--- src/rtl/lsu_pkg.sv ---
package lsu_pkg;
  localparam int unsigned BYTE_W = 8;

  typedef enum logic {
    ACC_WORD = 1'b0,
    ACC_BYTE = 1'b1
  } acc_size_e;
endpackage

--- src/rtl/lsu_ea_gen.sv ---
module lsu_ea_gen #(
  parameter int unsigned ADDR_W = 32,
  parameter int unsigned DISP_W = 16
) (
  input  logic [ADDR_W-1:0] base_i,
  input  logic [DISP_W-1:0] disp_i,
  output logic [ADDR_W-1:0] ea_o
);
  localparam int unsigned EXT_W = ADDR_W - DISP_W;

  logic [ADDR_W-1:0] disp_sx;

  // sign-extend the displacement, then add with natural wrap
  assign disp_sx = {{EXT_W{disp_i[DISP_W-1]}}, disp_i};
  assign ea_o    = base_i + disp_sx;
endmodule

--- src/rtl/lsu_store_steer.sv ---
module lsu_store_steer
  import lsu_pkg::*;
#(
  parameter int unsigned DATA_W = 32
) (
  input  acc_size_e                      size_i,
  input  logic                           big_i,
  input  logic [$clog2(DATA_W/8)-1:0]    off_i,
  input  logic [DATA_W-1:0]              data_i,
  output logic [DATA_W/8-1:0]            we_o,
  output logic [DATA_W-1:0]              data_o
);
  localparam int unsigned LANES = DATA_W / BYTE_W;
  localparam int unsigned OFF_W = $clog2(LANES);

  logic [DATA_W-1:0] swapped;
  logic [DATA_W-1:0] repl;

  for (genvar k = 0; k < LANES; k++) begin : g_lane
    assign swapped[k*BYTE_W +: BYTE_W] = data_i[(LANES-1-k)*BYTE_W +: BYTE_W];
    assign repl[k*BYTE_W +: BYTE_W]    = data_i[BYTE_W-1:0];
    assign we_o[k] = (size_i == ACC_WORD) || (off_i == OFF_W'(k));
  end

  always_comb begin
    if (size_i == ACC_BYTE) data_o = repl;
    else if (big_i)         data_o = swapped;
    else                    data_o = data_i;
  end
endmodule

--- src/rtl/lsu_load_align.sv ---
module lsu_load_align
  import lsu_pkg::*;
#(
  parameter int unsigned DATA_W = 32
) (
  input  acc_size_e                      size_i,
  input  logic                           big_i,
  input  logic                           zext_i,
  input  logic [$clog2(DATA_W/8)-1:0]    off_i,
  input  logic [DATA_W-1:0]              rdata_i,
  output logic [DATA_W-1:0]              data_o
);
  localparam int unsigned LANES = DATA_W / BYTE_W;
  localparam int unsigned HI_W  = DATA_W - BYTE_W;

  logic [DATA_W-1:0] swapped;
  logic [BYTE_W-1:0] sel;

  for (genvar k = 0; k < LANES; k++) begin : g_lane
    assign swapped[k*BYTE_W +: BYTE_W] = rdata_i[(LANES-1-k)*BYTE_W +: BYTE_W];
  end

  // lane index equals byte offset within the word
  assign sel = rdata_i[off_i*BYTE_W +: BYTE_W];

  always_comb begin
    if (size_i == ACC_BYTE) begin
      if (zext_i) data_o = {{HI_W{1'b0}}, sel};
      else        data_o = {{HI_W{sel[BYTE_W-1]}}, sel};
    end else if (big_i) begin
      data_o = swapped;
    end else begin
      data_o = rdata_i;
    end
  end
endmodule

--- src/rtl/lsu_lane_unit.sv ---
module lsu_lane_unit
  import lsu_pkg::*;
#(
  parameter int unsigned ADDR_W = 32,
  parameter int unsigned DATA_W = 32,
  parameter int unsigned DISP_W = 16
) (
  input  logic                   clk,
  input  logic                   rst,
  input  logic                   req_valid,
  input  logic                   req_store,
  input  logic                   req_byte,
  input  logic                   req_zext,
  input  logic                   big_endian,
  input  logic [ADDR_W-1:0]      base_addr,
  input  logic [DISP_W-1:0]      disp,
  input  logic [DATA_W-1:0]      wr_data,
  output logic [ADDR_W-1:0]      mem_addr,
  output logic                   mem_en,
  output logic [DATA_W/8-1:0]    mem_we,
  output logic [DATA_W-1:0]      mem_wdata,
  input  logic [DATA_W-1:0]      mem_rdata,
  output logic                   ld_valid,
  output logic [DATA_W-1:0]      ld_data,
  output logic                   align_fault
);
  localparam int unsigned LANES = DATA_W / BYTE_W;
  localparam int unsigned OFF_W = $clog2(LANES);

  logic [ADDR_W-1:0] ea;
  logic [OFF_W-1:0]  off;
  acc_size_e         size;
  logic              misaligned;
  logic              ld_fire;
  logic [LANES-1:0]  steer_we;
  logic [DATA_W-1:0] aligned;

  lsu_ea_gen #(.ADDR_W(ADDR_W), .DISP_W(DISP_W)) u_ea (
    .base_i (base_addr),
    .disp_i (disp),
    .ea_o   (ea)
  );

  assign off        = ea[OFF_W-1:0];
  assign size       = req_byte ? ACC_BYTE : ACC_WORD;
  assign misaligned = (size == ACC_WORD) && (off != '0);

  lsu_store_steer #(.DATA_W(DATA_W)) u_st (
    .size_i (size),
    .big_i  (big_endian),
    .off_i  (off),
    .data_i (wr_data),
    .we_o   (steer_we),
    .data_o (mem_wdata)
  );

  lsu_load_align #(.DATA_W(DATA_W)) u_ld (
    .size_i  (size),
    .big_i   (big_endian),
    .zext_i  (req_zext),
    .off_i   (off),
    .rdata_i (mem_rdata),
    .data_o  (aligned)
  );

  assign mem_addr = {ea[ADDR_W-1:OFF_W], {OFF_W{1'b0}}};
  assign mem_en   = req_valid && !misaligned;
  assign mem_we   = (mem_en && req_store) ? steer_we : '0;
  assign ld_fire  = mem_en && !req_store;

  always_ff @(posedge clk) begin
    if (rst) begin
      ld_valid    <= 1'b0;
      align_fault <= 1'b0;
      ld_data     <= '0;
    end else begin
      ld_valid    <= ld_fire;
      align_fault <= req_valid && misaligned;
      if (ld_fire) ld_data <= aligned;
    end
  end

  // misaligned word never reaches memory
  assert_misalign_block_R2: assert property (@(posedge clk) disable iff (rst)
    (req_valid && !req_byte && ea[OFF_W-1:0] != '0) |-> (!mem_en && mem_we == '0));

  assert_misalign_fault_R2: assert property (@(posedge clk) disable iff (rst)
    (req_valid && !req_byte && ea[OFF_W-1:0] != '0) |=> (align_fault && !ld_valid));

  assert_byte_we_onehot_R4: assert property (@(posedge clk) disable iff (rst)
    (req_valid && req_store && req_byte) |-> ($countones(mem_we) == 1 && mem_we[ea[OFF_W-1:0]]));

  assert_load_latency_R6: assert property (@(posedge clk) disable iff (rst)
    (req_valid && !req_store && (req_byte || ea[OFF_W-1:0] == '0)) |=> ld_valid);

  assert_idle_quiet_R11: assert property (@(posedge clk) disable iff (rst)
    !req_valid |-> (!mem_en && mem_we == '0));

  assert_idle_no_result_R11: assert property (@(posedge clk) disable iff (rst)
    !req_valid |=> (!ld_valid && !align_fault));

  assert_zext_upper_R8: assert property (@(posedge clk) disable iff (rst)
    (ld_valid && $past(req_byte && req_zext)) |-> (ld_data[DATA_W-1:BYTE_W] == '0));
endmodule

--- config.mk ---
export PLATFORM = sky130hd
export DESIGN_NAME = lsu_lane_unit
export DESIGN_NICKNAME = d
export VERILOG_FILES = /design/src/rtl/lsu_pkg.sv /design/src/rtl/lsu_ea_gen.sv /design/src/rtl/lsu_store_steer.sv /design/src/rtl/lsu_load_align.sv /design/src/rtl/lsu_lane_unit.sv
export SDC_FILE = /design/constraint.sdc
export NUM_CORES = 1
export LEC_CHECK = 0
export CAP_MARGIN = 10
export CORE_ASPECT_RATIO = 1.2
export CORE_MARGIN = 2
export CORE_UTILIZATION = 47
export DETAILED_ROUTE_END_ITERATION = 8
export DONT_BUFFER_PORTS = 1
export GPL_TIMING_DRIVEN = 0
export PLACE_DENSITY = 0.73
export SLEW_MARGIN = 20
export SYNTH_ARGS = -nofsm -noshare
export SYNTH_HDL_FRONTEND = slang
export SYNTH_HIERARCHICAL = 1
export SYNTH_SLANG_ARGS = --single-unit
export TNS_END_PERCENT = 20
--- constraint.sdc ---
create_clock -name clk -period 3.3 [get_ports clk]
set_input_delay 0.66 -clock clk [delete_from_list [all_inputs] [get_ports clk]]
set_output_delay 0.66 -clock clk [all_outputs]
set_load 0.01 [all_outputs]
==> metrics.md <==
| Metric | Value |
|---|---|
| Final Power | 1.76 mW |
| Clock Latency Late Sink | 0.27 ns |
| WP buf/inv | 0 |
| CTS tree | built |
| Core ar. | 0.00952 mm² |
| Critical path, cell by cell | ha_4 -> fa_2 -> a21o_1 -> a221oi_4 -> a221o_2 -> o2111ai_2 -> o211ai_2 -> o21ai_4 -> a221oi_4 -> xnor2_2 |
| TritonCTS buffer count | 5 |
| Total track usage | 24.8% |
| Area share of the largest cell type after synthesis | 14.8% |
| Vias/cell | 6.44 |
| Area growth, synth to finish | 10.5% |
| Io pins | 222 |
| Critical path launch point type | input port |
| Largest area contributor in the netlist | dfxtp_1 |
| Ant diodes | 0 |
| CP Data Required Time | 2.64 ns |
| Slowest cell delay on critical path | 0.34 ns |
| Final instance area | 0.00509 mm² |
| Die W | 94.4 µm |
| Most numerous cell in the Yosys netlist | a21oi_1 |
| Hold Path Class | reg -> reg |
| Setup violators final | 7 |
| Worst clock skew | 0 ns |
| Number of global-route vias before repair | 4465 |
| DP Area | 0.00478 mm² |
| Sw Pwr | 0.668 mW |
| Mux cell area share after synthesis | 23.2% |
| Root Buffer | clkbuf_16 |
| Largest net degree at the start of global routing | 18 |
| Worst vdd ir | 0.190 mV |
| Die Area | 0.0106 mm² |
| Site Rows | 39 |
| DR vias | 4400 |
| Synthesized flop and latch total | 34 |
| Final hold vios | 0 |
| Largest family of logic cells by synthesized area | compound AO/OA/AOI/OAI gates |
| Distinct cells, synth | 59 |
| Number of synthesized flops with an enable pin | 0 |
| Power Density | 346 mW/mm² |
| Post-layout util | 53.5% |
| Sw Share | 37.9% |
| Top delay family on crit path | compound AO/OA/AOI/OAI gates |
| Routed wire per std cell | 20.5 µm |
| First-pass DRT Iterations | 4 |
| Synth Area in Compound Gates | 26.4% |
| DRC errors left | 0 |
| CP max FO | 4 |
| Outcome | complete, but fails checks |
| Part of the power in combinational logic | 47.7% |
| Die H | 112 µm |
| Initial antenna violation count | 0 |
| CP Capture Type | primary output |
| Final Cycle Share | 103% |
| Gr ovfl total | 0 |
| YS warnings | 6 |
| Slowest CP cell | fa_2 |
| Cell mode on critical path | a221oi_4 |
| Fin worst setup slack | -0.108 ns |
| Internal power | 1.09 mW |
| Commonest cells in the netlist | a21oi_1, mux2_2, o21ai_1 |
| Flop pwr share | 25.6% |
| Clk sink count | 34 |
| Clock buffer depth | 2 |
| Post-synthesis average cell area | 8.36 µm² |
| Adder-cell area share of the yosys netlist | 8.86% |
| Layout Nets | 710 |
| Cells after Synth | 551 |
| Tmin final | 3.41 ns |
| IO Port Bufs | 0 |
| Clock slew at reported path FFs | 0.05 ns |
| Share of layout cells above drive strength 1 | 24.5% |
| WL final | 14.0 mm |
| Setup TNS | -0.417 ns |
| First DRT Iteration DRCs | 182 |
| Netlist Area Pre-Place | 0.00461 mm² |
| Hold Buf Count CTS | 0 |
| Xor and xnor fraction of the mapped netlist area | 5.51% |
| Data arrival time at the worst-slack endpoint | 2.75 ns |
| Area contributors post-synth | dfxtp_1, mux2_2, ha_1 |
| Post-synth ARST share | 0% |
| Main synth FF type | dfxtp_1 |
| Wire length of the first global-routing pass | 21.5 mm |
| Sequential area share after synthesis | 14.8% |
| GP Congestion | 0.929 |
| Max-slew violations | 0 |
| Kind of critical path | in -> out |
| Initial core utilization | 48.4% |
| Post-Synth Simple-Gate Area | 14.5% |
| Max-cap viol count | 0 |
| Peak Freq | 293 MHz |
| Detail Route Antenna Nets | 0 |
| Failing checks | negative setup slack |
| Lkg Pwr | 2.02 nW |
| Dpl hpwl | 11.0 mm |
| Clk pwr share | 26.7% |
| RSZ-0062 raised after global routing | true |
| H-tree Lvls | 2 |
[cells by family after synthesis]
kind of cell | after synthesis
XOR/XNOR | 29
buffers and inverters | 53
multiplexers | 95
AO/OA/AOI/OAI | 205
AND/OR/NAND/NOR | 102
other | 1
flip-flops | 34
adder cells (fa/ha/maj) | 32
[placed cells by master, fill, tap and decap left out, types with 12 or more instances in the layout]
| cell | netlist | routed |
|---|---|---|
| mux2i_1 | 31 | 31 |
| xnor2_1 | 20 | 15 |
| clkbuf_1 | 15 | 13 |
| or3b_1 | 32 | 32 |
| nand2_1 | 16 | 15 |
| o21ai_0 | 37 | 33 |
| ha_1 | 31 | 26 |
| dfxtp_1 | 34 | 34 |
| a21oi_1 | 64 | 63 |
| a21o_1 | 12 | 12 |
| o21ai_1 | 42 | 43 |
| mux2_2 | 54 | 54 |
[state kept, by name, indices dropped and copies added (netlist names)]
register / cells
ld_valid: 1
ld_data: 32
align_fault: 1
[routing by layer]
metal / GRT usage, % / part of all wire [%]
met5: 0 / 0
met4: 10.2 / 3.2
met3: 5.50 / 9.0
met2: 45.9 / 52
met1: 26.6 / 36
[tightest hold or removal path, delay by kind of cell, from the launching register on]
kind | cells | cell delay [ns]
compound gates | 2 | 0.14
flops | 1 | 0.33
[final timing paths]
path / startpoint / end / slack [ns] / depth (start not counted)
max: disp[0] / mem_addr[30] / -0.11 / 10
min: ld_data[2] / ld_data[2] / 0.53 / 2
max reg2reg: ld_data[22] / ld_data[22] / 2.57 / 2
min reg2reg: ld_data[2] / ld_data[2] / 0.53 / 2
[power by group through the flow]
stage          registers [mW]  logic (mW)  clock network, mW
2_1_floorplan           0.456       0.653                  0
3_3_place_gp            0.459       0.763                  0
3_5_place_dp            0.460       0.778                  0
4_1_cts                 0.451       0.807              0.473
6_report                0.451       0.839              0.471
5_1_grt                 0.453       0.911              0.495
[final cells by class]
type                    instances  area [µm²]
multi-input cells             465        3790
inverters                       9        33.8
repair buffers                  2        15.0
clock inverters                 2        12.5
fillers                       877        4430
clock buffers                   6         139
flip-flops and latches         34         681
plain buffers                  42         268
well taps                     123         154
[per-stage QoR]
| step | hold slack, ns | worst slack (ns) | instances |
|---|---|---|---|
| CTS | 0.529 | -0.115 | 685 |
| global placement | 0.513 | -0.241 | 675 |
| finish | 0.528 | -0.108 | 683 |
| global route | 0.552 | -0.198 | 683 |
| detailed placement | 0.522 | -0.270 | 675 |
| floorplan | 0.503 | -0.0356 | 552 |
[timing repair]
item	4_1_cts	5_1_grt
gates resized for setup	13	18
setup buffers	2	0
pin swaps	10	5
endpoints found under the hold margin	0	0
setup endpoints to repair	9	13
No activity file was read; power rests on OpenSTA's default activity.
